**config.mk**
```make
export PLATFORM = sky130hd
export DESIGN_NAME = mpwm_gen
export DESIGN_NICKNAME = d
export VERILOG_FILES = /design/src/rtl/mpwm_pkg.sv /design/src/rtl/mpwm_regs.sv /design/src/rtl/mpwm_timebase.sv /design/src/rtl/mpwm_channel.sv /design/src/rtl/mpwm_gen.sv
export SDC_FILE = /design/constraint.sdc
export NUM_CORES = 1
export LEC_CHECK = 0
export CORE_MARGIN = 2
export CORE_UTILIZATION = 58
export DETAILED_ROUTE_END_ITERATION = 8
export DONT_BUFFER_PORTS = 1
export PLACE_DENSITY_LB_ADDON = 0.15
export SLEW_MARGIN = 25
export SYNTH_ARGS = -nofsm -noshare
export SYNTH_HDL_FRONTEND = slang
export SYNTH_SLANG_ARGS = --single-unit
```
**constraint.sdc**
```tcl
create_clock -name clk -period 8.2 [get_ports clk]
set_clock_uncertainty 0.05 [all_clocks]
set_input_delay 0.41 -clock clk [delete_from_list [all_inputs] [get_ports clk]]
set_output_delay 0.41 -clock clk [all_outputs]
set_load 0.03 [all_outputs]
```
**src/rtl/mpwm_pkg.sv**
```systemverilog
// Package: address map helpers shared by the register bank and users.
// Assumes one period register followed by (offset, duty) pairs per channel.
package mpwm_pkg;
    localparam int unsigned PERIOD_ADDR = 0;

    // Address of the offset register of channel ch.
    function automatic int unsigned phase_addr(int unsigned ch);
        return 2 * ch + 1;
    endfunction

    // Address of the duty register of channel ch.
    function automatic int unsigned duty_addr(int unsigned ch);
        return 2 * ch + 2;
    endfunction
endpackage

```
**src/rtl/mpwm_regs.sv**
```systemverilog
// Register bank: staging copies written by the host port, and live copies
// that load from the staging copies on the counter wrap.
// Assumes wrap is a single-cycle strobe driven by the timebase.
module mpwm_regs
    import mpwm_pkg::*;
#(
    parameter int CH         = 4,
    parameter int W          = 16,
    parameter int DEF_PERIOD = 16,
    localparam int AW        = $clog2(2 * CH + 1)
) (
    input  logic          clk,
    input  logic          rst_n,
    input  logic          wr_en,
    input  logic [AW-1:0] wr_addr,
    input  logic [W-1:0]  wr_data,
    input  logic          wrap,
    output logic [W-1:0]  act_period,
    output logic [CH*W-1:0] act_phase,
    output logic [CH*W-1:0] act_duty
);
    localparam logic [AW-1:0] A_PER = AW'(PERIOD_ADDR);

    logic [W-1:0]    stg_period;
    logic [CH*W-1:0] stg_phase;
    logic [CH*W-1:0] stg_duty;

    // Staging period: host writes land here at any time.
    always_ff @(posedge clk) begin
        if (!rst_n)                         stg_period <= W'(DEF_PERIOD);
        else if (wr_en && wr_addr == A_PER) stg_period <= wr_data;
    end

    // Live period: loads the staged value only at the wrap.
    always_ff @(posedge clk) begin
        if (!rst_n)    act_period <= W'(DEF_PERIOD);
        else if (wrap) act_period <= stg_period;
    end

    for (genvar k = 0; k < CH; k++) begin : g_ch
        localparam logic [AW-1:0] A_PH = AW'(phase_addr(k));
        localparam logic [AW-1:0] A_DU = AW'(duty_addr(k));

        // Staging offset and duty of channel k.
        always_ff @(posedge clk) begin
            if (!rst_n) begin
                stg_phase[k*W +: W] <= '0;
                stg_duty[k*W +: W]  <= '0;
            end else if (wr_en) begin
                if (wr_addr == A_PH) stg_phase[k*W +: W] <= wr_data;
                if (wr_addr == A_DU) stg_duty[k*W +: W]  <= wr_data;
            end
        end

        // Live offset and duty of channel k, updated at the wrap.
        always_ff @(posedge clk) begin
            if (!rst_n) begin
                act_phase[k*W +: W] <= '0;
                act_duty[k*W +: W]  <= '0;
            end else if (wrap) begin
                act_phase[k*W +: W] <= stg_phase[k*W +: W];
                act_duty[k*W +: W]  <= stg_duty[k*W +: W];
            end
        end
    end
endmodule

```
**src/rtl/mpwm_timebase.sv**
```systemverilog
// Shared period counter: counts 0 .. eff_period-1, then restarts at 0.
// Assumes eff_period is never 0 (the top maps 0 to 1).
module mpwm_timebase #(
    parameter int W = 16
) (
    input  logic         clk,
    input  logic         rst_n,
    input  logic [W-1:0] eff_period,
    output logic [W-1:0] cnt,
    output logic         wrap
);
    // Wrap on the last count; >= also covers a shrinking period.
    always_comb wrap = (cnt >= eff_period - W'(1));

    // Counter register.
    always_ff @(posedge clk) begin
        if (!rst_n)    cnt <= '0;
        else if (wrap) cnt <= '0;
        else           cnt <= cnt + W'(1);
    end
endmodule

```
**src/rtl/mpwm_channel.sv**
```systemverilog
// One PWM channel: decides whether the current count lies inside the
// window [offset, offset+duty) modulo the period, and registers the result.
// Assumes cnt < eff_period and eff_period >= 1.
module mpwm_channel #(
    parameter int W = 16
) (
    input  logic         clk,
    input  logic         rst_n,
    input  logic [W-1:0] cnt,
    input  logic [W-1:0] eff_period,
    input  logic [W-1:0] phase,
    input  logic [W-1:0] duty,
    output logic         pwm_q
);
    logic [W-1:0] ph;
    logic [W-1:0] pos;
    logic         hit;

    // Position of the count inside this channel's shifted period.
    always_comb begin
        ph  = (phase >= eff_period) ? '0 : phase;
        pos = (cnt >= ph) ? (cnt - ph) : (cnt + (eff_period - ph));
        hit = (pos < duty);
    end

    // Output flop so that all channels switch on one edge.
    always_ff @(posedge clk) begin
        if (!rst_n) pwm_q <= 1'b0;
        else        pwm_q <= hit;
    end
endmodule

```
**src/rtl/mpwm_gen.sv**
```systemverilog
// Top: multi-phase PWM generator. One shared timebase and CH channels.
// Settings go through the staging/live register bank.
// Assumes a synchronous active-low reset and one clock domain.
module mpwm_gen #(
    parameter int CH         = 4,
    parameter int W          = 16,
    parameter int DEF_PERIOD = 16,
    localparam int AW        = $clog2(2 * CH + 1)
) (
    input  logic          clk,
    input  logic          rst_n,
    input  logic          wr_en,
    input  logic [AW-1:0] wr_addr,
    input  logic [W-1:0]  wr_data,
    output logic [CH-1:0] pwm_o
);
    logic [W-1:0]    act_period;
    logic [W-1:0]    eff_period;
    logic [CH*W-1:0] act_phase;
    logic [CH*W-1:0] act_duty;
    logic [W-1:0]    cnt;
    logic            wrap;

    // A period of zero acts as a period of one.
    always_comb eff_period = (act_period == '0) ? W'(1) : act_period;

    mpwm_regs #(.CH(CH), .W(W), .DEF_PERIOD(DEF_PERIOD)) u_regs (
        .clk(clk), .rst_n(rst_n), .wr_en(wr_en), .wr_addr(wr_addr),
        .wr_data(wr_data), .wrap(wrap), .act_period(act_period),
        .act_phase(act_phase), .act_duty(act_duty)
    );

    mpwm_timebase #(.W(W)) u_tb (
        .clk(clk), .rst_n(rst_n), .eff_period(eff_period),
        .cnt(cnt), .wrap(wrap)
    );

    for (genvar k = 0; k < CH; k++) begin : g_chan
        mpwm_channel #(.W(W)) u_chan (
            .clk(clk), .rst_n(rst_n), .cnt(cnt), .eff_period(eff_period),
            .phase(act_phase[k*W +: W]), .duty(act_duty[k*W +: W]),
            .pwm_q(pwm_o[k])
        );
    end
endmodule

```
Yosys cells after proc, flatten, opt, wreduce, memory -nomap -nowiden
Cells that the tools add are included.
{"block": "word_totals", "regBits": 308, "latchBits": 0, "ram_bits": 0, "romBits": 0, "input_bits": 23, "out_inout_bits": 4, "elab_cells": 80, "memories": 0}
{"block": "classes", "n_addsub": 14, "n_mul": 0, "div_mod_pow": 0, "order_cmp": 13, "n_eq_ne": 8, "shift": 0, "mux": 9, "bitwise": 1, "reduce_logical": 12}
{"op": "$ge 16x16->1", "n": 9}
{"op": "$mux 16", "n": 9}
{"op": "$sub 16x16->16", "n": 8}
{"op": "$add 16x16->16", "n": 4}
{"op": "$lt 16x16->1", "n": 4}
{"op": "$add 16x1->16 const B", "n": 1}
{"op": "$eq 4x3->1 const B", "n": 4}
{"op": "$logic_not 16->1", "n": 1}
{"op": "$reduce_and 2->1", "n": 8}
{"op": "$sub 16x1->16 const B", "n": 1}
{"op": "$eq 4x2->1 const B", "n": 2}
{"op": "$eq 4x1->1 const B", "n": 1}
{"op": "$eq 4x4->1 const B", "n": 1}
{"op": "$logic_not 4->1", "n": 1}
{"op": "$reduce_or 2->1", "n": 1}
{"op": "$logic_and 1x1->1", "n": 1}
{"op": "$not 1->1", "n": 1}

Depth between registers and ports, before layout
Gate-level depths: netlist (run 1).
{"block": "depth", "word_depth": 8, "mapped_depth": 37, "depth_no_buf": 37}

By module
Synthesis (run 1) repeated with hierarchy kept, for this count alone.
{"block": "unflattened", "cells_unflattened": 2788, "area_unflattened_um2": 23879.2}
{"mod": "mpwm_regs", "instances": 1, "cells_per_inst": 960, "area_per_inst_um2": 10610.2, "seq_area_each_um2": 5765.5}
{"mod": "mpwm_channel (g_chan[3].u_chan)", "instances": 1, "cells_per_inst": 421, "area_per_inst_um2": 3096.7, "seq_area_each_um2": 20.0}
{"mod": "mpwm_channel (g_chan[0].u_chan)", "instances": 1, "cells_per_inst": 420, "area_per_inst_um2": 2961.6, "seq_area_each_um2": 20.0}
{"mod": "mpwm_channel (g_chan[2].u_chan)", "instances": 1, "cells_per_inst": 409, "area_per_inst_um2": 2941.6, "seq_area_each_um2": 20.0}
{"mod": "mpwm_channel (g_chan[1].u_chan)", "instances": 1, "cells_per_inst": 405, "area_per_inst_um2": 2912.8, "seq_area_each_um2": 20.0}
{"mod": "mpwm_timebase", "instances": 1, "cells_per_inst": 153, "area_per_inst_um2": 1266.2, "seq_area_each_um2": 320.3}
{"mod": "mpwm_gen", "instances": 1, "cells_per_inst": 20, "area_per_inst_um2": 90.1, "seq_area_each_um2": 0.0}

Worst setup path after synthesis (run 1)
OpenSTA, ideal clock, no wires.
{"block": "synth_path", "kind": "register to register", "from": "reg u_regs.act_period[4]", "to": "reg g_chan[0].u_chan.pwm_q", "arrival_time_ns": 6.453, "slack_ns": 1.573, "stages_incl_launch_ff": 35, "n_path_buf": 1, "cell_sequence": "dfxtp_1 -> inv_1 -> nand4_1 -> nor3_1 -> nand4b_1 -> nor2_1 -> or2_2 -> ha_1 -> nor2b_1 -> o21ai_0 -> a221oi_1 -> a2111oi_0 -> o22ai_1 -> clkbuf_1 -> nand2_1 -> inv_1 -> fa_1 -> inv_1 -> ha_1 -> a211oi_1 -> o211ai_1 -> a31o_2 -> a31oi_1 -> nor2b_1 -> o21a_1 -> o41a_1 -> xnor2_1 -> mux2i_1 -> ha_1 -> nand4_1 -> or2_2 -> nor2_1 -> o2111ai_1 -> a31oi_1 -> a211oi_1"}
{"block": "synth_via", "elab_chain_len": 8}
{"item": "start: declaration", "line": "mpwm_regs.sv:18", "rtl": "output logic [W-1:0] act_period,"}
{"item": "start signal: assignment", "line": "mpwm_regs.sv:36", "rtl": "if (!rst_n) act_period <= W'(DEF_PERIOD);"}
{"item": "start signal: assignment", "line": "mpwm_regs.sv:37", "rtl": "else if (wrap) act_period <= stg_period;"}
{"item": "$logic_not 16->1", "line": "mpwm_gen.sv:25", "rtl": "always_comb eff_period = (act_period == '0) ? W'(1) : act_period;"}
{"item": "$mux 16 *", "line": "mpwm_gen.sv:25"}
{"item": "$ge 16x16->1", "line": "mpwm_channel.sv:21", "rtl": "ph = (phase >= eff_period) ? '0 : phase;"}
{"item": "$mux 16", "line": "mpwm_channel.sv:21"}
{"item": "$sub 16x16->16", "line": "mpwm_channel.sv:22", "rtl": "pos = (cnt >= ph) ? (cnt - ph) : (cnt + (eff_period - ph));"}
{"item": "$add 16x16->16", "line": "mpwm_channel.sv:22"}
{"item": "$mux 16 *", "line": "mpwm_channel.sv:22"}
{"item": "$lt 16x16->1 *", "line": "mpwm_channel.sv:23", "rtl": "hit = (pos < duty);"}
{"item": "end signal: assignment", "line": "mpwm_channel.sv:29", "rtl": "else pwm_q <= hit;"}
{"item": "end: declaration", "line": "mpwm_channel.sv:13", "rtl": "output logic pwm_q"}
Every way passes the cells marked *; elsewhere a longest branch is shown, timed or not.
A chain may end at the register's enable or synchronous reset.

Worst setup path in the final report (run 1)
{"block": "layout_path", "from": "reg u_regs.act_period[10]", "to": "reg g_chan[1].u_chan.pwm_q"}
{"block": "layout_via", "elab_chain_len": 8}
{"item": "$logic_not 16->1", "line": "mpwm_gen.sv:25"}
{"item": "$mux 16 *", "line": "mpwm_gen.sv:25"}
{"item": "$ge 16x16->1", "line": "mpwm_channel.sv:21"}
{"item": "$mux 16", "line": "mpwm_channel.sv:21"}
{"item": "$sub 16x16->16", "line": "mpwm_channel.sv:22"}
{"item": "$add 16x16->16", "line": "mpwm_channel.sv:22"}
{"item": "$mux 16 *", "line": "mpwm_channel.sv:22"}
{"item": "$lt 16x16->1 *", "line": "mpwm_channel.sv:23"}
{"item": "end signal: assignment", "line": "mpwm_channel.sv:29"}
{"item": "end: declaration", "line": "mpwm_channel.sv:13"}
Marked as above.

==> results of run 1 <==
cell type report:
| cell class | count | area, sq um | area share |
|---|---|---|---|
| tap | 525 | 657 | 0.0259 |
| sequential | 308 | 6170 | 0.243 |
| timing repair buffer | 53 | 457 | 0.0180 |
| clock buffer | 43 | 956 | 0.0377 |
| clock inverter | 18 | 303 | 0.0120 |
| multi-input combinational | 2160 | 15600 | 0.618 |
| inverter | 301 | 1130 | 0.0446 |
| antenna | 3 | 7.51 | 0.000296 |
power groups by stage:
stage	Sequential, uW	Combinational, uW	Clock, uW
after floorplan	1550	365	0
after global placement	1570	385	0
after detailed placement	1570	392	0
after CTS	1540	443	1740
after global routing	1540	499	1800
final	1540	449	1720
flip-flops by register name, indices dropped and copies added (netlist names):
signal and cells:
u_regs.act_duty 64, u_regs.act_phase 64, u_regs.stg_duty 64, u_regs.stg_phase 64
u_regs.act_period 16, u_regs.stg_period 16, u_tb.cnt 16, g_chan.u_chan.pwm_q 4
timing repair:
action / in CTS / in global routing
buffers inserted: 0 / 0
hold endpoints to repair: 174 / 7
hold buffers: 18 / 1
cell usage after synthesis, drive strengths merged (64+ instances only):
master  number
nand2      606
a21oi      136
dfxtp      308
o21ai      106
clkbuf      98
nor2        90
a21boi      84
mux2i      219
xnor2       94
nor2b       92
ha         266
inv        301
fa          64
through the flow:
stage / cells / util
floorplan: 2896 / -
CTS: 3407 / 0.636
detailed placement: 3328 / 0.599
global placement: 3326 / 0.599
global route: 3408 / 0.636
finish: 3411 / 0.636
cells by family after synthesis:
group                    Yosys count  share of synthesized area
flip-flops                       308                      0.263
multiplexers                     222                     0.0950
AO/OA/AOI/OAI                    499                      0.139
buffers and inverters            428                     0.0709
adder cells (fa/ha/maj)          330                      0.197
XOR/XNOR                         138                     0.0522
AND/OR/NAND/NOR                  971                      0.183
per-layer routing:
layer  up-vias  wire [microns]
met5         -              11
met4         2            3010
met3       149            6520
met2       666           31300
met1      9353           31900
li1       9601               -
worst min-delay path by stage:
stage                                     start                                end  slack [ns]  cells past startpoint
6_report                             wr_data[1]   u_regs.stg_phase[1]$_SDFFE_PN0P_        0.03                      2
5_1_grt                                   rst_n  u_regs.stg_phase[29]$_SDFFE_PN0P_       0.008                      1
4_1_cts                                   rst_n  u_regs.stg_phase[24]$_SDFFE_PN0P_       0.001                      1
3_5_place_dp   u_regs.stg_duty[27]$_SDFFE_PN0P_   u_regs.act_duty[27]$_SDFFE_PN0P_        0.39                      2
3_3_place_gp   u_regs.stg_phase[3]$_SDFFE_PN0P_   u_regs.act_phase[3]$_SDFFE_PN0P_        0.39                      2
2_1_floorplan  u_regs.stg_duty[32]$_SDFFE_PN0P_   u_regs.act_duty[32]$_SDFFE_PN0P_        0.38                      2
critical path: cells and delay by family (launching register included):
family	cells	cell delay, ns
buffers and inverters	1	0.09
AND/OR/NAND/NOR	9	2.11
AO/OA/AOI/OAI	18	3.85
flip-flops	1	0.37
adder cells (fa/ha/maj)	4	1.26
==> results.tsv, run 1 <==
metric	value	unit
area grow syn2layout	8.05	%
leading area contributor after synthesis	dfxtp_1	
Vias	19771	
Slowest cell on crit path	o41ai_4	
H-tree Lvls	2	
Internal	2760	uW
syn_nets	3249	
Peak VDD IR	0.000191	V
Yosys top cell area share	0.263	
kind of critical path	reg -> reg	
period utilization	0.950	
cells on worst reg2reg path	32	
maximum clock insertion buffer count	3	
post-route ant nets	0	
Rel. slew slack	0.238	
Startpoint Class	flop	
layout cells sized above 1	0.0437	
TritonRoute pass-1 iters	6	
Die H	205	microns
Max-cap violations	0	
share of flip-flops with an asynchronous set or reset	0	
Pwr per Cell Area	146	nW/um^2
Hold WS	0.0281	ns
Clock power frac	0.465	
setup repair after global routing missed its margin	false	
Routed WL	72700	microns
largest stage delay on the critical path	0.68	ns
TritonCTS clock tree	done	
part of the power in combinational logic	0.121	
Die Wd	205	microns
met1 Use GR	0.483	
Cell Area, Placed	23900	sq um
synthesized flop and latch total	308	
M2 GR Usage	0.533	
commonest non-fill, non-tap cell in the layout	nand2_1	
Worst Path Required	8.64	ns
top_reg_cell synth	dfxtp_1	
area of the core	39800	sq um
Vias/cell	5.80	
vias in the first global route	18749	
CTS Buf Count	34	
top cells by area, synth	dfxtp_1 (26%), ha_1 (14%), nand2_1 (9.7%), mux2i_1 (9.4%), fa_1 (5.5%)	
global-route wire length before repair	110000	microns
Netlist cell types	66	
FF-to-FF setup slack	0.41	ns
clock root buffer	clkbuf_16	
Syn Inst Count	2896	
Clock transition at path regs	0.06	ns
Tmin final	7.79	ns
highest clock rate	0.128	GHz
RePlAce Congestion	0.982	
status	completed	
gr busiest metal	met2	
crit path launch	u_regs.act_period[10]$_SDFFE_PN0P_	
CP arrival	8.23	ns
initial antenna violation count	3	
Clock Sink Count	308	
worst r2r dst	g_chan[1].u_chan.pwm_q$_SDFF_PN0_	
nets	3211	
synthesized area per cell	8.09	sq um
# port buffers	0	
die area	42000	sq um
cell area after layout	25300	sq um
Setup WS post-layout	0.409	ns
CP endpoint	g_chan[1].u_chan.pwm_q$_SDFF_PN0_	
Final Power	3710	uW
initial DRC count	1868	
Worst Path Max Fanout	15	
final setup TNS	0	ns
IO Pins	27	
DRC violations left	0	
fin. max-slew vios	0	
Initial Utilization	0.589	
GRT Resource Usage Total	0.350	
wire length per cell	21.3	microns
Worst R2R Start	u_regs.act_period[10]$_SDFFE_PN0P_	
Worst Max-Slew Pin Slew	1.14	ns
critical path endpoint category	flop	
Fin. Hold Viols	0	
switching share of power	0.255	
Fillers	3559	
Post-synth EDFFs	0	
Place WS	0.768	ns
largest net degree at the start of global routing	389	
Ys Warns	0	
GRT Residual Overflow	0	
Setup violations, final	0	
site row count	73	
DP HPWL	50400	microns
M3 GR Usage	0.0776	
Net Sw Power	947	uW
worst skew pair latency	0.56	ns
Resize count post-CTS	0	
Seq/Total Area, Yosys	0.263	
sequential share of power	0.414	
post-synthesis cell area	23400	sq um
Hold WC Path Type	in -> reg	
commonest cells after routing, fill and taps aside	nand2_1 (606), dfxtp_1 (308), inv_1 (301)	
static leakage	0.0119	uW
No activity file was read; power rests on OpenSTA's default activity.
==> run 2, diff against run 1 <==
==> constraint.sdc (replaced) <==
create_clock -name clk -period 8.2 [get_ports clk]
set_clock_uncertainty 0.05 [all_clocks]
set_input_delay 0.82 -clock clk [delete_from_list [all_inputs] [get_ports clk]]
set_output_delay 0.82 -clock clk [all_outputs]
set_load 0.03 [all_outputs]
==> results.tsv, run 2 (synthesis gave the netlist of run 1 again) <==
metric	value	unit	change
status	completed		
static leakage	0.0118	uW	-0.73%
IO Pins	27		unchanged
Hold WS	0.360	ns	+0.332 ns
Startpoint Class	flop		
DRC violations left	0		unchanged
dpl cells	3328		unchanged
site row count	73		unchanged
worst skew pair latency	0.56	ns	about the same
fin cells	3389		-0.64%
period utilization	0.962		+0.0117
Die H	205	microns	unchanged
GRT Resource Usage Total	0.342		-0.00761
initial antenna violation count	2		-1
Clock transition at path regs	0.06	ns	about the same
layout cells sized above 1	0.0416		-0.00215
Routed WL	71200	microns	-2.1%
min-delay src	wr_data[5]		
hold_buf cts	0		-18
fin. max-slew vios	0		unchanged
Peak VDD IR	0.000190	V	-0.22%
critical path endpoint category	flop		
CTS Buf Count	34		unchanged
Fin. Hold Viols	0		unchanged
worst r2r dst	g_chan[1].u_chan.pwm_q$_SDFF_PN0_		
vias in the first global route	18548		-1.1%
Initial Utilization	0.589		unchanged
Setup WS post-layout	0.314	ns	-0.0956 ns
FF-to-FF setup slack	0.31	ns	-0.10 ns
Worst Path Max Fanout	15		unchanged
post-CTS setup buffers	0		unchanged
CP arrival	8.33	ns	+0.10 ns
Vias	19599		-0.87%
setup repair after global routing missed its margin	false		
Clock Sink Count	308		unchanged
diode count	0		-3
Fillers	3582		+0.65%
wire length per cell	21.0	microns	-1.4%
Worst R2R Start	u_regs.act_period[10]$_SDFFE_PN0P_		
Die Wd	205	microns	unchanged
Slowest cell on crit path	o41ai_4		
Pwr per Cell Area	146	nW/um^2	-0.56%
Max-cap violations	0		unchanged
clock root buffer	clkbuf_16		
global-route wire length before repair	108000	microns	-1.9%
post-route ant nets	0		unchanged
met1 Use GR	0.484		+0.00105
commonest non-fill, non-tap cell in the layout	nand2_1		
area of the core	39800	sq um	unchanged
area grow syn2layout	7.26	%	
M3 GR Usage	0.0636		-0.0140
Hold Crit Depth	2		unchanged
DP HPWL	50400	microns	unchanged
Worst Max-Slew Pin Slew	1.08	ns	-0.0626 ns
maximum clock insertion buffer count	3		unchanged
Place WS	0.768	ns	unchanged
cells on worst reg2reg path	32		unchanged
largest stage delay on the critical path	0.69	ns	about the same
TritonRoute pass-1 iters	6		unchanged
Setup violations, final	0		unchanged
Hold Path End	u_regs.stg_duty[21]$_SDFFE_PN0P_		
Multi-input gate area	15600	sq um	unchanged
initial DRC count	1799		-3.7%
gr busiest metal	met2		
register area	6170	sq um	unchanged
TritonCTS clock tree	done		
die area	42000	sq um	unchanged
largest net degree at the start of global routing	452		+16%
Tmin final	7.89	ns	+0.0956 ns
RePlAce Congestion	0.982		unchanged
# port buffers	0		unchanged
commonest cells after routing, fill and taps aside	nand2_1 (606), dfxtp_1 (308), inv_1 (301)		
nets	3192		-0.59%
final setup TNS	0	ns	unchanged
highest clock rate	0.127	GHz	-1.2%
Rel. slew slack	0.280		+0.0421
Worst Path Required	8.64	ns	about the same
GRT Residual Overflow	0		unchanged
Vias/cell	5.78		-0.23%
kind of critical path	reg -> reg		
Core Util, Final	0.631		-0.00465
Resize count post-CTS	0		unchanged
H-tree Lvls	2		unchanged
Hold WC Path Type	in -> reg		
M2 GR Usage	0.519		-0.0135
run 2: cell types whose count changed in the layout (fill, tap and decap cells not counted), sizes merged:
cell,change
buf,-7
dlygate4sd3,-12
diode,-3
run 2: where the power goes:
group	total, uW	switching, uW	internal, uW
clock	1720	666	1060
sequential	1540	23.9	1510
combinational	402	216	186
total	3660	906	2760
run 2: critical path: cells and delay by family, from the launching register on:
kind / cells / cell delay (ns)
AOI/OAI and AO/OA: 18 / 3.87
buffers and inverters: 1 / 0.09
and+or+nand+nor: 9 / 2.20
DFF: 1 / 0.37
adders and majority gates: 4 / 1.25
run 2: metrics by stage:
| step | total power, uW | area [sq um] |
|---|---|---|
| floorplan | 1920 | 23400 |
| global placement | 1960 | 23800 |
| detailed placement | 1960 | 23900 |
| CTS | 3680 | 25100 |
| global route | 3790 | 25100 |
| finish | 3660 | 25100 |
run 2: cell type report:
type,count,share of cell area
timing repair buffer,34,0.0111
tap,525,0.0261
sequential,308,0.245
clock buffer,43,0.0380
multi-input combinational,2160,0.622
inverter,301,0.0449
clock inverter,18,0.0120
run 2: per-layer routing:
metal	routed length (microns)	up-vias
li1	-	9563
met1	32200	9231
met2	30600	682
met3	5890	123
met4	2520	0
met5	0	-
run 2: worst max path at each step:
stage | depth (start not counted) | slack (ns) | from | end
after floorplan | 34 | 1.57 | u_regs.act_period[4]$_SDFFE_PN1P_ | g_chan[0].u_chan.pwm_q$_SDFF_PN0_
after global placement | 32 | 0.88 | u_regs.act_period[10]$_SDFFE_PN0P_ | g_chan[1].u_chan.pwm_q$_SDFF_PN0_
after detailed placement | 32 | 0.77 | u_regs.act_period[10]$_SDFFE_PN0P_ | g_chan[1].u_chan.pwm_q$_SDFF_PN0_
after CTS | 32 | 0.58 | u_regs.act_period[10]$_SDFFE_PN0P_ | g_chan[1].u_chan.pwm_q$_SDFF_PN0_
after global routing | 32 | 0.07 | u_regs.act_period[10]$_SDFFE_PN0P_ | g_chan[1].u_chan.pwm_q$_SDFF_PN0_
final | 32 | 0.31 | u_regs.act_period[10]$_SDFFE_PN0P_ | g_chan[1].u_chan.pwm_q$_SDFF_PN0_
==> run 3, diff against run 2 <==
--- a/config.mk
+++ b/config.mk
@@ -5,6 +5,7 @@
 export SDC_FILE = /design/constraint.sdc
 export NUM_CORES = 1
 export LEC_CHECK = 0
+export CORE_ASPECT_RATIO = 0.7
 export CORE_MARGIN = 2
 export CORE_UTILIZATION = 58
 export DETAILED_ROUTE_END_ITERATION = 8
==> results.tsv, run 3 (synthesis gave the netlist of run 1 again) <==
metric	value	unit	change
post-route ant nets	0		unchanged
Hold WC Path Type	in -> reg		
fin. max-slew vios	0		unchanged
diode count	0		unchanged
Clock Sink Count	308		unchanged
Worst Max-Slew Pin Slew	1.07	ns	-0.00443 ns
static leakage	0.0117	uW	-0.71%
DP HPWL	50500	microns	+0.23%
layout cells sized above 1	0.0372		-0.00440
M2 GR Usage	0.488		-0.0310
post-CTS setup buffers	0		unchanged
cell area after layout	25000	sq um	-0.58%
area of the core	39800	sq um	-0.15%
Peak VDD IR	0.000146	V	-24%
TritonRoute pass-1 iters	6		unchanged
setup repair after global routing missed its margin	false		
TritonCTS clock tree	done		
Vias/cell	5.84		+0.99%
DRC violations left	0		unchanged
Startpoint Class	flop		
count of buffer and inverter cells on the critical path	1		unchanged
die area	42100	sq um	about the same
site row count	61		-16%
largest net degree at the start of global routing	452		unchanged
area grow syn2layout	6.64	%	
nets	3184		-0.25%
Final Power	3600	uW	-1.6%
Resize count post-CTS	0		unchanged
gr busiest metal	met2		
IO Pins	27		unchanged
initial antenna violation count	6		+4
Die Wd	244	microns	+19%
Slowest cell on crit path	fa_1		
GRT Resource Usage Total	0.335		-0.00691
most frequent CP cell	o21ai_0		
commonest cells after routing, fill and taps aside	nand2_1 (606), dfxtp_1 (308), inv_1 (301)		
RePlAce Congestion	0.969		-1.3%
Tmin final	7.49	ns	-0.393 ns
Max-cap violations	0		unchanged
largest stage delay on the critical path	0.48	ns	-0.21 ns
hold_buf cts	0		unchanged
Initial Utilization	0.589		+0.000870
kind of critical path	reg -> reg		
final setup TNS	0	ns	unchanged
maximum clock insertion buffer count	3		unchanged
Worst Path Max Fanout	9		-6
worst skew pair latency	0.54	ns	-0.02 ns
Routed WL	71100	microns	-0.17%
highest clock rate	0.133	GHz	+5.2%
Die H	172	microns	-16%
M3 GR Usage	0.0897		+0.0261
wire length per cell	21.0	microns	-0.14%
status	completed		
initial DRC count	1870		+3.9%
Pwr per Cell Area	144	nW/um^2	-1.0%
global-route wire length before repair	107000	microns	-1.2%
Cell Area, Placed	23800	sq um	-0.26%
clock root buffer	clkbuf_16		
critical path endpoint category	flop		
commonest non-fill, non-tap cell in the layout	nand2_1		
CTS Buf Count	34		unchanged
Largest delay share family, worst path	compound AO/OA/AOI/OAI gates		
CP arrival	7.93	ns	-0.40 ns
Setup violations, final	0		unchanged
Worst Path Required	8.64	ns	about the same
Rel. slew slack	0.285		+0.00512
H-tree Lvls	2		unchanged
vias in the first global route	18232		-1.7%
period utilization	0.914		-0.0479
# port buffers	0		unchanged
met1 Use GR	0.477		-0.00705
Fin. Hold Viols	0		unchanged
Clock transition at path regs	0.06	ns	about the same
Vias	19787		+0.96%
GRT Residual Overflow	0		unchanged
## run 3: final timing paths
kind / start / end / slack [ns] / depth (start not counted)
worst max-delay path: u_regs.act_period[10]$_SDFFE_PN0P_ / g_chan[2].u_chan.pwm_q$_SDFF_PN0_ / 0.71 / 34
worst min-delay path: wr_data[4] / u_regs.stg_period[4]$_SDFFE_PN1P_ / 0.37 / 2
worst max register to register: u_regs.act_period[10]$_SDFFE_PN0P_ / g_chan[2].u_chan.pwm_q$_SDFF_PN0_ / 0.71 / 34
worst min register to register: u_regs.stg_duty[4]$_SDFFE_PN0P_ / u_regs.act_duty[4]$_SDFFE_PN0P_ / 0.40 / 2
## run 3: power breakdown
part | internal, uW | switching (uW) | total (uW)
clock network | 994 | 663 | 1660
registers | 1510 | 23.5 | 1540
logic | 186 | 224 | 411
## run 3: per-stage QoR
stage          setup slack [ns]  hold slack [ns]  instances   util
3_3_place_gp               1.20            0.389       3330  0.599
5_1_grt                   0.167            0.369       3388  0.629
2_1_floorplan              1.57            0.384       2896      -
6_report                  0.707            0.374       3388  0.629
3_5_place_dp              0.942            0.395       3330  0.599
4_1_cts                   0.877            0.363       3388  0.629
## run 3: area by class of cell
| class | count | area (sq um) |
|---|---|---|
| Multi-Input combinational cell | 2160 | 15600 |
| Fill cell | 3493 | 14800 |
| Sequential cell | 308 | 6170 |
| Inverter | 301 | 1130 |
| Clock buffer | 45 | 973 |
| Tap cell | 535 | 669 |
| Clock inverter | 13 | 209 |
| Timing Repair Buffer | 26 | 208 |
## run 3: worst register-to-register path: cells and delay by family, from the launching register on
family | cells | cell delay (ns)
adder cells (fa/ha/maj) | 4 | 1.56
buffers and inverters | 1 | 0.11
AND/OR/NAND/NOR | 12 | 2.16
flip-flops | 1 | 0.36
AO/OA/AOI/OAI | 17 | 3.21
## run 3: layer usage
layer,part of all wire,vias to the layer above
li1,-,9549
met1,0.45,9265
met2,0.40,830
met3,0.11,143
met4,0.036,0
met5,0,-
